File: config.mk
export PLATFORM = sky130hd
export DESIGN_NAME = wram_mapper
export DESIGN_NICKNAME = d
export VERILOG_FILES = /design/src/rtl/wram_pkg.sv /design/src/rtl/wram_set.sv /design/src/rtl/wram_prio.sv /design/src/rtl/wram_mapper.sv
export SDC_FILE = /design/constraint.sdc
export NUM_CORES = 1
export LEC_CHECK = 0
export BUFFER_PORTS_ARGS = -buffer_cell sky130_fd_sc_hd__buf_2
export CORE_ASPECT_RATIO = 1.4
export CORE_MARGIN = 5
export CORE_UTILIZATION = 50
export DETAILED_ROUTE_END_ITERATION = 10
export GPL_TIMING_DRIVEN = 0
export PLACE_DENSITY = 0.76
export RECOVER_POWER = 50
export SYNTH_ARGS = -nofsm -noshare
export SYNTH_HDL_FRONTEND = slang
export SYNTH_HIERARCHICAL = 1
export SYNTH_SLANG_ARGS = --single-unit
File: constraint.sdc
create_clock -name clk -period 6 [get_ports clk]
set_input_delay 0.6 -clock clk [delete_from_list [all_inputs] [get_ports clk]]
set_output_delay 0.6 -clock clk [all_outputs]
set_load 0.01 [all_outputs]
File: src/rtl/wram_pkg.sv
package wram_pkg;
  localparam logic [7:0] RAM_REGION = 8'h03;
  localparam logic [7:0] IO_REGION  = 8'h04;

  // register index groups
  localparam logic [1:0] GRP_WIN = 2'd0;
  localparam logic [1:0] GRP_A   = 2'd1;
  localparam logic [1:0] GRP_B   = 2'd2;
  localparam logic [1:0] GRP_C   = 2'd3;

  function automatic logic [31:0] field_mask(input int lo, input int w);
    logic [31:0] m;
    m = '0;
    for (int i = 0; i < 32; i++) begin
      if (i >= lo && i < lo + w) m[i] = 1'b1;
    end
    return m;
  endfunction
endpackage

File: src/rtl/wram_set.sv
module wram_set
  import wram_pkg::*;
#(
  parameter int         PART_LOG   = 16,
  parameter int         NPARTS     = 4,
  parameter logic [7:0] BANK_WMASK = 8'h8D
) (
  input  logic                   clk,
  input  logic                   rst,
  input  logic                   win_we,
  input  logic [NPARTS-1:0]      bank_we,
  input  logic [3:0]             be,
  input  logic [31:0]            wdata,
  input  logic [31:PART_LOG]     addr_hi,
  output logic [31:0]            win_q,
  output logic [NPARTS-1:0][7:0] bank_q,
  output logic                   win_hit,
  output logic [NPARTS-1:0]      rd_sel,
  output logic [NPARTS-1:0]      wr_sel
);
  localparam int IW       = 24 - PART_LOG;
  localparam int SW       = $clog2(NPARTS);
  localparam int START_LO = 12 - IW;
  localparam int END_LO   = 28 - IW;
  localparam logic [31:0] WIN_WMASK =
    field_mask(START_LO, IW) | field_mask(12, 2) | field_mask(END_LO, IW + 1);

  logic [31:0]   bmask;
  logic [IW-1:0] idx, w_start;
  logic [IW:0]   w_end;
  logic          in_ram;
  logic [SW-1:0] mmask, slot;

  assign bmask = {{8{be[3]}}, {8{be[2]}}, {8{be[1]}}, {8{be[0]}}};

  always_ff @(posedge clk) begin
    if (rst) begin
      win_q <= '0;
    end else if (win_we) begin
      win_q <= (win_q & ~(bmask & WIN_WMASK)) | (wdata & bmask & WIN_WMASK);
    end
  end

  always_ff @(posedge clk) begin
    if (rst) begin
      bank_q <= '0;
    end else begin
      for (int p = 0; p < NPARTS; p++) begin
        if (bank_we[p] && be[0]) bank_q[p] <= wdata[7:0] & BANK_WMASK;
      end
    end
  end

  assign idx     = addr_hi[23:PART_LOG];
  assign in_ram  = (addr_hi[31:24] == RAM_REGION);
  assign w_start = win_q[START_LO +: IW];
  assign w_end   = win_q[END_LO +: IW + 1];

  always_comb begin
    win_hit = in_ram && (idx >= w_start) && ({1'b0, idx} < w_end);
    for (int b = 0; b < SW; b++) mmask[b] = (int'(win_q[13:12]) > b);
    slot = (idx[SW-1:0] - w_start[SW-1:0]) & mmask;
  end

  genvar gp;
  generate
    for (gp = 0; gp < NPARTS; gp++) begin : g_match
      assign wr_sel[gp] = win_hit && bank_q[gp][7] && (bank_q[gp][2 +: SW] == slot);
    end
  endgenerate

  always_comb begin
    logic found;
    found  = 1'b0;
    rd_sel = '0;
    for (int p = 0; p < NPARTS; p++) begin
      if (wr_sel[p] && !found) begin
        rd_sel[p] = 1'b1;
        found     = 1'b1;
      end
    end
  end


  rd_any_chk: assert property (@(posedge clk) disable iff (rst)
    ((|wr_sel) == (|rd_sel)));
endmodule

File: src/rtl/wram_prio.sv
module wram_prio #(
  parameter int NA = 4,
  parameter int NB = 8,
  parameter int NC = 8
) (
  input  logic [2:0]          hit,
  input  logic                wr,
  input  logic [NA-1:0]       rd_a,
  input  logic [NA-1:0]       wr_a,
  input  logic [NB-1:0]       rd_b,
  input  logic [NB-1:0]       wr_b,
  input  logic [NC-1:0]       rd_c,
  input  logic [NC-1:0]       wr_c,
  output logic [2:0]          set_oh,
  output logic [NA+NB+NC-1:0] parts
);
  always_comb begin
    parts = '0;
    if (hit[0]) begin
      set_oh         = 3'b001;
      parts[0 +: NA] = wr ? wr_a : rd_a;
    end else if (hit[1]) begin
      set_oh          = 3'b010;
      parts[NA +: NB] = wr ? wr_b : rd_b;
    end else if (hit[2]) begin
      set_oh               = 3'b100;
      parts[NA+NB +: NC]   = wr ? wr_c : rd_c;
    end else begin
      set_oh = 3'b000;
    end
  end
endmodule

File: src/rtl/wram_mapper.sv
module wram_mapper
  import wram_pkg::*;
#(
  parameter int         A_PARTS      = 4,
  parameter int         BC_PARTS     = 8,
  parameter int         A_PART_LOG   = 16,
  parameter int         BC_PART_LOG  = 15,
  parameter logic [7:0] BANK_WMASK_A  = 8'h8D,
  parameter logic [7:0] BANK_WMASK_BC = 8'h9F,
  localparam int        ADDR_LO = (A_PART_LOG < BC_PART_LOG) ? A_PART_LOG : BC_PART_LOG,
  localparam int        NP      = A_PARTS + 2 * BC_PARTS
) (
  input  logic              clk,
  input  logic              rst,
  input  logic              map_en,
  input  logic              bus_valid,
  input  logic              bus_write,
  input  logic [31:ADDR_LO] bus_addr,
  input  logic              reg_we,
  input  logic [4:0]        reg_addr,
  input  logic [3:0]        reg_be,
  input  logic [31:0]       reg_wdata,
  output logic [31:0]       reg_rdata,
  output logic              acc_hit,
  output logic              acc_miss,
  output logic [2:0]        acc_set,
  output logic [NP-1:0]     part_en
);
  logic [A_PARTS-1:0]       bwe_a, rd_a, wr_a;
  logic [BC_PARTS-1:0]      bwe_b, rd_b, wr_b, bwe_c, rd_c, wr_c;
  logic [31:0]              win_a, win_b, win_c, rd_mux;
  logic [A_PARTS-1:0][7:0]  bank_a;
  logic [BC_PARTS-1:0][7:0] bank_b, bank_c;
  logic [2:0]               win_hit, hit_g, set_oh;
  logic [NP-1:0]            parts;
  logic                     acc_wr_q;

  // register write decode
  always_comb begin
    for (int p = 0; p < A_PARTS; p++)
      bwe_a[p] = reg_we && (reg_addr == {GRP_A, 3'(p)});
    for (int p = 0; p < BC_PARTS; p++) begin
      bwe_b[p] = reg_we && (reg_addr == {GRP_B, 3'(p)});
      bwe_c[p] = reg_we && (reg_addr == {GRP_C, 3'(p)});
    end
  end

  wram_set #(.PART_LOG(A_PART_LOG), .NPARTS(A_PARTS), .BANK_WMASK(BANK_WMASK_A)) u_set_a (
    .clk(clk), .rst(rst),
    .win_we(reg_we && reg_addr == 5'd0), .bank_we(bwe_a), .be(reg_be), .wdata(reg_wdata),
    .addr_hi(bus_addr[31:A_PART_LOG]),
    .win_q(win_a), .bank_q(bank_a), .win_hit(win_hit[0]), .rd_sel(rd_a), .wr_sel(wr_a)
  );

  wram_set #(.PART_LOG(BC_PART_LOG), .NPARTS(BC_PARTS), .BANK_WMASK(BANK_WMASK_BC)) u_set_b (
    .clk(clk), .rst(rst),
    .win_we(reg_we && reg_addr == 5'd1), .bank_we(bwe_b), .be(reg_be), .wdata(reg_wdata),
    .addr_hi(bus_addr[31:BC_PART_LOG]),
    .win_q(win_b), .bank_q(bank_b), .win_hit(win_hit[1]), .rd_sel(rd_b), .wr_sel(wr_b)
  );

  wram_set #(.PART_LOG(BC_PART_LOG), .NPARTS(BC_PARTS), .BANK_WMASK(BANK_WMASK_BC)) u_set_c (
    .clk(clk), .rst(rst),
    .win_we(reg_we && reg_addr == 5'd2), .bank_we(bwe_c), .be(reg_be), .wdata(reg_wdata),
    .addr_hi(bus_addr[31:BC_PART_LOG]),
    .win_q(win_c), .bank_q(bank_c), .win_hit(win_hit[2]), .rd_sel(rd_c), .wr_sel(wr_c)
  );

  assign hit_g = win_hit & {3{bus_valid & map_en}};

  wram_prio #(.NA(A_PARTS), .NB(BC_PARTS), .NC(BC_PARTS)) u_prio (
    .hit(hit_g), .wr(bus_write),
    .rd_a(rd_a), .wr_a(wr_a), .rd_b(rd_b), .wr_b(wr_b), .rd_c(rd_c), .wr_c(wr_c),
    .set_oh(set_oh), .parts(parts)
  );

  // register readback mux
  always_comb begin
    rd_mux = '0;
    case (reg_addr[4:3])
      GRP_WIN: begin
        if (reg_addr[2:0] == 3'd0) rd_mux = win_a;
        if (reg_addr[2:0] == 3'd1) rd_mux = win_b;
        if (reg_addr[2:0] == 3'd2) rd_mux = win_c;
      end
      GRP_A: for (int p = 0; p < A_PARTS; p++)
               if (reg_addr[2:0] == 3'(p)) rd_mux = {24'b0, bank_a[p]};
      GRP_B: for (int p = 0; p < BC_PARTS; p++)
               if (reg_addr[2:0] == 3'(p)) rd_mux = {24'b0, bank_b[p]};
      default: for (int p = 0; p < BC_PARTS; p++)
               if (reg_addr[2:0] == 3'(p)) rd_mux = {24'b0, bank_c[p]};
    endcase
  end

  always_ff @(posedge clk) begin
    if (rst) begin
      reg_rdata <= '0;
      acc_hit   <= 1'b0;
      acc_miss  <= 1'b0;
      acc_set   <= '0;
      part_en   <= '0;
      acc_wr_q  <= 1'b0;
    end else begin
      reg_rdata <= rd_mux;
      acc_hit   <= |set_oh;
      acc_miss  <= bus_valid && !(|set_oh);
      acc_set   <= set_oh;
      part_en   <= parts;
      acc_wr_q  <= bus_valid && bus_write;
    end
  end


  set_onehot_chk: assert property (@(posedge clk) disable iff (rst) $onehot0(acc_set));

  rd_single_chk: assert property (@(posedge clk) disable iff (rst)
    !acc_wr_q |-> $onehot0(part_en));

  io_miss_chk: assert property (@(posedge clk) disable iff (rst)
    (bus_valid && bus_addr[31:24] == IO_REGION) |=> (acc_miss && !acc_hit));

  off_chk: assert property (@(posedge clk) disable iff (rst)
    (bus_valid && !map_en) |=> (!acc_hit && part_en == '0));

  idle_chk: assert property (@(posedge clk) disable iff (rst)
    !bus_valid |=> (!acc_hit && !acc_miss && part_en == '0));

  hit_miss_chk: assert property (@(posedge clk) disable iff (rst) !(acc_hit && acc_miss));
endmodule

; ---- Word level (Yosys, flattened, before mapping)
; Index checks and enable logic that the tools add are counted.
[classes]
n_bitwise = 17
muxes = 64
eq_ne = 52
n_addsub = 3
magnitude_cmp = 14
reduce_logical = 132
[op_table]
columns = cell, n
row1 = two-way mux 32 bit, 20
row2 = logical AND 1 bit, 107
row3 = AND 32 bit, 3
row4 = bitwise OR 32 x 29 -> 32 bit, 3
row5 = one-hot mux 32 bit (3 select lines), 1
row6 = equality test 5 bit (second input constant), 16
row7 = inverter 29 -> 32 bit, 2
row8 = equality test 3 bit, 16
row9 = two-way mux 8 bit, 5
row10 = two-way mux 1 bit, 34
row11 = AND 29 bit, 1
row12 = equality test 5 x 4 -> 1 bit (second input constant), 4
row13 = < comparator 9 x 10 -> 1 bit, 2
row14 = greater-or-equal comparator 9 bit, 2
row15 = zero test 1 bit, 18
row16 = equality test 3 bit (second input constant), 4
row17 = greater-than comparator 2 x 1 -> 1 bit (second input constant), 6
row18 = AND 3 bit, 3
row19 = < comparator 8 x 9 -> 1 bit, 1
row20 = two-way mux 3 bit, 3
row21 = equality test 2 bit, 4
row22 = equality test 8 x 2 -> 1 bit (second input constant), 1
row23 = greater-or-equal comparator 8 bit, 1
row24 = equality test 3 x 2 -> 1 bit (second input constant), 2
row25 = 18 further kinds, 23
[word_totals]
out_inout_bits = 57
elab_cells = 312
input_bits = 64
register_bits = 265

; ---- Depth between registers and ports, before layout
; Gate-level depths: netlist (run 1).
[logic_depth]
ltp_word = 28
ltp_mapped = 14
mapped_depth_nobuf = 12

; ---- Hierarchy
; Netlist (run 1), hierarchy kept.
[modules_own_cells]
columns = mod, seq_area_each_um2, n_inst, cells_each, area_per_inst_um2
row1 = wram_set at u_set_b ..., 1381.3, 2, 481, 3787.4
row2 = wram_mapper, 1141.1, 1, 463, 4027.6
row3 = wram_set at u_set_a, 700.7, 1, 275, 2120.8
row4 = wram_prio, 0.0, 1, 49, 342.8

; ---- Worst setup path before layout (run 1)
; OpenSTA, ideal clock, no wires.
[synth_path]
path_type = input-to-reg
startpoint = in bus_addr[17] in the netlist's numbering
endpoint = reg acc_miss
setup_ps = 115
t_required_ps = 5885
arrival_time_ps = 2781
path_slack_ps = 3103
cell_stages = 13
n_path_buf = 2
cell_sequence = ha_1 -> a21o_1 -> a31oi_1 -> o21ai_1 -> a21oi_2 -> buf_2 -> nor2_1 -> and3_1 -> or3b_1 -> buf_6 -> inv_1 -> nor3_1 -> and3b_1
[synth_between]
elab_cells_between_ends = 19
cone_classes = 6 x order compare / 3 x mux / 1 x bitwise / 9 x reduce/logical
[synth_lines]
columns = item, line
row1 = start: declaration, wram_mapper.sv:18  ; input logic [31:ADDR_LO] bus_addr,
row2 = greater-or-equal comparator 9 bit, wram_set.sv:60  ; win_hit = in_ram && (idx >= w_start) && ({1'b0, idx} < w_end);
row3 = logical AND 1 bit, wram_set.sv:60
row4 = logical AND 1 bit *, wram_set.sv:60
row5 = net win_hit[1], wram_mapper.sv:34  ; logic [2:0] win_hit, hit_g, set_oh;
row6 = AND 3 bit *, wram_mapper.sv:69  ; assign hit_g = win_hit & {3{bus_valid & map_en}};
row7 = net hit_g[1], wram_mapper.sv:34
row8 = two-way mux 3 bit *, wram_prio.sv:22  ; end else if (hit[1]) begin
row9 = two-way mux 3 bit *, wram_prio.sv:19  ; if (hit[0]) begin
row10 = net set_oh[2], wram_mapper.sv:34
row11 = OR reduction 3 bit *, wram_mapper.sv:106  ; acc_miss <= bus_valid && !(|set_oh);
row12 = zero test 1 bit *, wram_mapper.sv:106
row13 = logical AND 1 bit *, wram_mapper.sv:106
row14 = end signal: assignment, wram_mapper.sv:106
row15 = end: declaration, wram_mapper.sv:25  ; output logic acc_miss,
; Mark *: on every way through the listed nets, which the timed path passes. The rest lies on a longest branch.
; A chain may end at the register's enable or synchronous reset.

; ---- Worst setup path after layout (run 1)
[layout_path]
startpoint = in reg_addr[0]
endpoint = reg u_set_b/bank_q[26] in the netlist's numbering
[layout_between]
elab_chain_len = 3
[layout_lines]
columns = item, line
row1 = start: declaration, wram_mapper.sv:20  ; input logic [4:0] reg_addr,
row2 = equality test 5 bit, wram_mapper.sv:43  ; bwe_b[p] = reg_we && (reg_addr == {GRP_B, 3'(p)});
row3 = logical AND 1 bit, wram_mapper.sv:43
row4 = net bwe_b[3], wram_mapper.sv:30  ; logic [BC_PARTS-1:0] bwe_b, rd_b, wr_b, bwe_c, rd_c, wr_c;
row5 = logical AND 1 bit, wram_set.sv:49  ; if (bank_we[p] && be[0]) bank_q[p] <= wdata[7:0] & BANK_WMASK;
row6 = end signal: indexed assignment, wram_set.sv:49
row7 = end: declaration, wram_set.sv:16  ; output logic [NPARTS-1:0][7:0] bank_q,
; The timed path passes the listed nets, and every way through them passes these cells.

==> impl_metrics.tcl, run 1 <==
set metrics [dict create \
    ys_ff_latch 230 \
    timing.fmax_mhz 232 \
    p_leak_nw 5.77 \
    layout_common_cells "nand2_1, dfxtp_1, a21oi_1" \
    final_max_slew_viol_count 0 \
    antenna_found_initial 1 \
    final_util_pct 58.1 \
    clockPowerShare_pct 44.9 \
    synth_edf_count 0 \
    status "finished clean" \
    row_count 72 \
    clk_pin_slew_ns 0.06 \
    rr_worst_depth 14 \
    area_growth_pct 14.5 \
    seqPwrFrac_pct 43.6 \
    io_buffers 107 \
    grt_first_pass_wirelength_um 72100 \
    synth_warnings 6 \
    end_kind "flip-flop" \
    power.density_nw_per_um2 220 \
    worstHoldPathType "input port to flip-flop" \
    synth-seq-area-share_pct 32.7 \
    die_w_um 152 \
    hold_viol_final 0 \
    post_cts_resized 0 \
    path_max_fanout 10 \
    synth_top_area_share_pct 32.7 \
    synthFlopType "dfxtp_1" \
    grt_pass1_vias 13285 \
    place_hpwl_um 36000 \
    setup_viol 0 \
    drcViolationCount 0 \
    vias 13695 \
    swShare_pct 26.3 \
    yosysUniqueCellTypes 71 \
    syn-cell-area_um2 14100 \
    switchingPower_mw 0.930 \
    gp_congestion 0.994 \
    synth_top_area_cell "dfxtp_1" \
    grt_use_total_pct 29.1 \
    holdPathStages 3 \
    worst_pin_slew_ns 1.27 \
    syn_area_per_cell_um2 8.04 \
    r2r_end "acc_miss$_SDFF_PP0_" \
    wl_per_cell_um 20.0 \
    worstPathRequired_ns 6.40 \
    cap_viol_max_count 0 \
    htree_num_levels 1 \
    combPwrFrac_pct 11.5 \
    fin_skew_ns 0.00900 \
    ioPinCount 121 \
    wl_um 47000 \
    drtIter0Drc 1181 \
    viasPerCell 5.83 \
    p_int_mw 2.61 \
    clock-root-buffer "clkbuf_16" \
    tns_ns 0 \
    slew_headroom_pct 14.6 \
    post-cts-setup-buffer-count 0 \
    crit_arrival_ns 4.72 \
    path_class "input port to flip-flop" \
    synth-async-reset-ratio_pct 0 \
    drive_gt1_share_pct 14.0 \
    hp-start "reg_wdata[19]" \
    clock_latency_ns 0.53 \
    final_common_cell "nand2_1" \
    dr.pass1.iters 6 \
    tritoncts "yes" \
    startpoint_type "input port" \
    synth_cells 1749 \
    clockBufferDepth 3 \
    cts_buffers 25 \
    grt_overflow_total 0 \
    die_h_um 208 \
    period_share_pct 72.0 \
    grt_max_degree 22 \
    min_period_ns 4.32 \
    cts_hold_buf 0 \
    ir_worst_vdd_v 0.000195 \
    antenna_left 0 \
    synth.top_cells.by_area "dfxtp_1, a21oi_1, nand3_1" \
    initial_utilization_pct 50.7 \
    rrSetupSlack_ns 2.77 \
    coreArea_um2 27700 \
    clkSinkCount 230 \
    rsz0062_at_grt "no" \
    layout.nets 2079 \
    dieArea_um2 31600 \
]
[stage by stage]
stage	power [mW]	cell area (µm²)	hold slack [ns]	setup slack [ns]	cells
detailed placement	1.97	15400	0.449	2.44	2306
global placement	1.97	15400	0.438	2.24	2306
finish	3.54	16100	0.341	1.68	2351
global route	3.65	16100	0.344	1.44	2351
floorplan	1.83	14400	0.433	3.10	1829
CTS	3.55	16200	0.331	2.81	2350
[cells in the mapped netlist, types with 4 or more instances]
cell and count:
nand3b_1 7, clkbuf_1 76, nor4_2 5, nor2b_1 38, buf_6 11, a21oi_1 225
a22oi_1 13, nand2b_1 14, o2111ai_1 4, and2_1 26, nor2_1 45, nor3_1 33
and4b_1 4, mux2_2 11, xnor2_1 22, nand3_1 186, inv_1 60, mux2i_1 66
buf_2 22, dfxtp_1 230, o22ai_1 11, a22o_1 7, o21ai_0 74, a21o_1 6
nand2_1 238, o2111ai_4 6, nor4_1 14, buf_4 95, a21oi_2 8, and3_1 21
o2111ai_2 8, xor2_1 18, mux4_2 14, o2bb2ai_1 12, ha_1 49, nor4b_1 4
[per-layer routing]
| metal | wire (µm) | track usage [%] |
|---|---|---|
| met5 | 0 | 0 |
| met4 | 3930 | 20.3 |
| met1 | 16800 | 33.2 |
| met2 | 22300 | 48.9 |
| met3 | 3990 | 4.44 |
[critical path: stages]
cell and delay [ns]:
clkbuf_1 0.12, clkbuf_1 0.68, clkbuf_1 0.65, clkbuf_1 0.57, buf_4 0.37, clkbuf_1 0.40
nand2_1 0.21, nor2_1 0.54, nand2_1 0.33, nand2_1 0.17, a21oi_1 0.08
[cell type report]
class,instances,area (µm²)
fill,2704,11600
antenna,1,2.50
inverter,62,233
tap,370,463
timing repair buffer,107,460
multi-input combinational,1330,8290
buffer,207,1210
clock inverter,11,126
sequential,230,4600
clock buffer,33,716
[how the worst max path moves through the flow]
stage	start	end	slack, ns	cells after the start
3_3_place_gp	reg_addr[1]	u_set_b/bank_q[0]$_SDFFE_PP0P_	2.24	8
3_5_place_dp	bus_addr[17]	acc_miss$_SDFF_PP0_	2.44	14
2_1_floorplan	bus_addr[17]	acc_miss$_SDFF_PP0_	3.10	13
5_1_grt	reg_addr[0]	u_set_b/bank_q[31]$_SDFFE_PP0P_	1.44	11
4_1_cts	flip-flop	acc_miss$_SDFF_PP0_	2.81	14
6_report	reg_addr[0]	u_set_b/bank_q[26]$_SDFFE_PP0P_	1.68	11
[cell families (layout without fill, tap and decap cells)]
group,after synthesis,in the layout,synth area share (%)
compound gates,408,408,18.3
other cells,3,84,0.0801
mux,93,93,7.98
xor+xnor,42,42,2.72
fa+ha+maj,52,52,4.79
simple gates,652,652,22.9
buf+inv,269,420,10.5
flops,230,230,32.7
[power groups by stage]
stage                     sequential [mW]  clock [mW]  combinational [mW]
after floorplan                      1.58           0               0.257
after global placement               1.58           0               0.390
after detailed placement             1.58           0               0.396
after CTS                            1.54        1.61               0.398
after global routing                 1.54        1.67               0.437
final                                1.54        1.59               0.408
No activity file was read; power rests on OpenSTA's default activity.
==> run 2: changes to the inputs <==
PLACE_DENSITY = 0.78   (was 0.76)
clock period = 3.5 ns   (was 6 ns; I/O delays follow)
==> run 2 against run 1 <==
Register-to-register slack got worse by 2.4 ns; worst hold slack lost 0.26 ns; global-route usage down 0.45 points; via count up 0.34%; largest power group unchanged.
==> impl_metrics.tcl, run 2 (synthesis results as in run 1) <==
set metrics [dict create \
    drcViolationCount 0 \
    worst_pin_slew_ns 1.22 \
    io_buffers 107 \
    initial_utilization_pct 50.7 \
    fin_skew_ns 0.0116 \
    setup_viol 0 \
    finalPower_mw 6.23 \
    coreArea_um2 27700 \
    post-cts-setup-buffer-count 0 \
    cts_buffers 26 \
    antenna_found_initial 1 \
    slew_headroom_pct 18.2 \
    worstPathRequired_ns 3.91 \
    pre_cts_ws_ns 0.0282 \
    cap_viol_max_count 0 \
    wl_um 46800 \
    clk_pin_slew_ns 0.06 \
    rrSetupSlack_ns 0.36 \
    layout_common_cells "nand2_1, dfxtp_1, a21oi_1" \
    final_util_pct 58.3 \
    fin_hold_ws_ns 0.0763 \
    clkSinkCount 230 \
    drive_gt1_share_pct 14.3 \
    ioPinCount 121 \
    die_w_um 152 \
    grt_pass1_vias 13102 \
    worstHoldPathType "input port to flip-flop" \
    wl_per_cell_um 19.8 \
    dr.pass1.iters 6 \
    tns_ns 0 \
    clockBufferDepth 3 \
    grt_max_degree 22 \
    crit_path_max_incr_delay_ns 0.75 \
    holdPathStages 3 \
    wl_met1_um 16700 \
    vias 13741 \
    cp_cell_sequence "clkbuf_1 > buf_6 > buf_6 > buf_4 > clkbuf_1 > clkbuf_1 > nand2_1 > nor2_1 > nand2_1 > nand2_1 > a21oi_1" \
    ir_worst_vdd_v 0.000319 \
    grt_use_total_pct 28.6 \
    viasPerCell 5.83 \
    die_h_um 208 \
    post_cts_resized 0 \
    layout.nets 2080 \
    gp_congestion 1.01 \
    switchingPower_mw 1.65 \
    status "finished clean" \
    area_growth_pct 15.1 \
    power.density_nw_per_um2 385 \
    top_layer_used "met4" \
    rsz0062_at_grt "no" \
    combPwrFrac_pct 11.2 \
    hold_viol_final 0 \
    multiInputGateArea_um2 8290 \
    hp-start "reg_wdata[19]" \
    row_count 72 \
    htree_num_levels 1 \
    antenna_left 0 \
    r2r_end "acc_miss$_SDFF_PP0_" \
    p_int_mw 4.58 \
    path_max_fanout 11 \
    swShare_pct 26.4 \
    final_common_cell "nand2_1" \
    startpoint_type "input port" \
    tritoncts "yes" \
    crit_slowest_cell "clkbuf_1" \
    timing.fmax_mhz 309 \
    clockPowerShare_pct 46.3 \
    rr_worst_depth 14 \
    fillerInstances 2583 \
    grt_first_pass_wirelength_um 71100 \
    clock_latency_ns 0.55 \
    period_share_pct 92.4 \
    wl_met2_um 22100 \
    cts_hold_buf 0 \
    final_max_slew_viol_count 0 \
    drtIter0Drc 1360 \
    p_leak_nw 5.82 \
    regArea_um2 4600 \
    place_hpwl_um 35700 \
    path_class "input port to flip-flop" \
    grt_overflow_total 0 \
    dieArea_um2 31600 \
    min_period_ns 3.24 \
    end_kind "flip-flop" \
    seqPwrFrac_pct 42.4 \
    clock-root-buffer "clkbuf_16" \
    met3_length_um 4000 \
    fin_ws_ns 0.264 \
    crit_arrival_ns 3.65 \
]
==> run 2: cell count changes in the layout (fill, tap and decap cells not counted), sizes merged <==
cell      previous run  this run
inv                 62        64
buf                168       171
diode                1         3
clkbuf             179       174
clkinv               2         7
bufinv               2         3
clkinvlp             7         4
==> run 2: power by group through the flow <==
| stage | registers, mW | logic (mW) | clock network, mW |
|---|---|---|---|
| after floorplan | 2.70 | 0.440 | 0 |
| after global placement | 2.70 | 0.664 | 0 |
| after detailed placement | 2.70 | 0.675 | 0 |
| after CTS | 2.64 | 0.677 | 2.92 |
| after global routing | 2.64 | 0.748 | 3.03 |
| final | 2.64 | 0.698 | 2.89 |
==> run 2: worst max-delay path by stage <==
stage                       startpoint                              end  slack (ns)
after CTS                    flip-flop              acc_miss$_SDFF_PP0_        0.37
after global routing         flip-flop              acc_miss$_SDFF_PP0_        0.06
after global placement     reg_addr[1]   u_set_b/bank_q[0]$_SDFFE_PP0P_        0.09
final                      reg_addr[0]  u_set_c/bank_q[28]$_SDFFE_PP0P_        0.26
after detailed placement   reg_addr[1]   u_set_b/bank_q[2]$_SDFFE_PP0P_        0.03
after floorplan           bus_addr[17]              acc_miss$_SDFF_PP0_        0.85
==> run 2: routing by layer <==
layer	global-route usage [%]	vias to the layer above
met4	19.9	0
met3	4.51	223
met5	0	-
met1	33.1	6352
li1	-	6433
met2	47.6	733
==> run 2: worst max-delay path, delay by kind of cell <==
| family | cells | cell delay (ns) |
|---|---|---|
| compound gates | 1 | 0.07 |
| simple gates | 4 | 1.28 |
| buf+inv | 6 | 1.94 |
==> run 2: cell type report <==
| cell class | instances | area share (%) |
|---|---|---|
| Buffer | 207 | 7.60 |
| Timing Repair Buffer | 107 | 2.85 |
| Clock inverter | 16 | 1.11 |
| Sequential cell | 230 | 28.4 |
| Antenna cell | 3 | 0.0464 |
| Tap cell | 370 | 2.86 |
| Inverter | 62 | 1.44 |
| Clock buffer | 31 | 4.45 |
| Multi-Input combinational cell | 1330 | 51.2 |
==> run 2: stage by stage <==
stage	cells	cell area (µm²)
finish	2356	16200
global route	2353	16200
CTS	2353	16300
detailed placement	2306	15400
global placement	2306	15400
floorplan	1829	14400
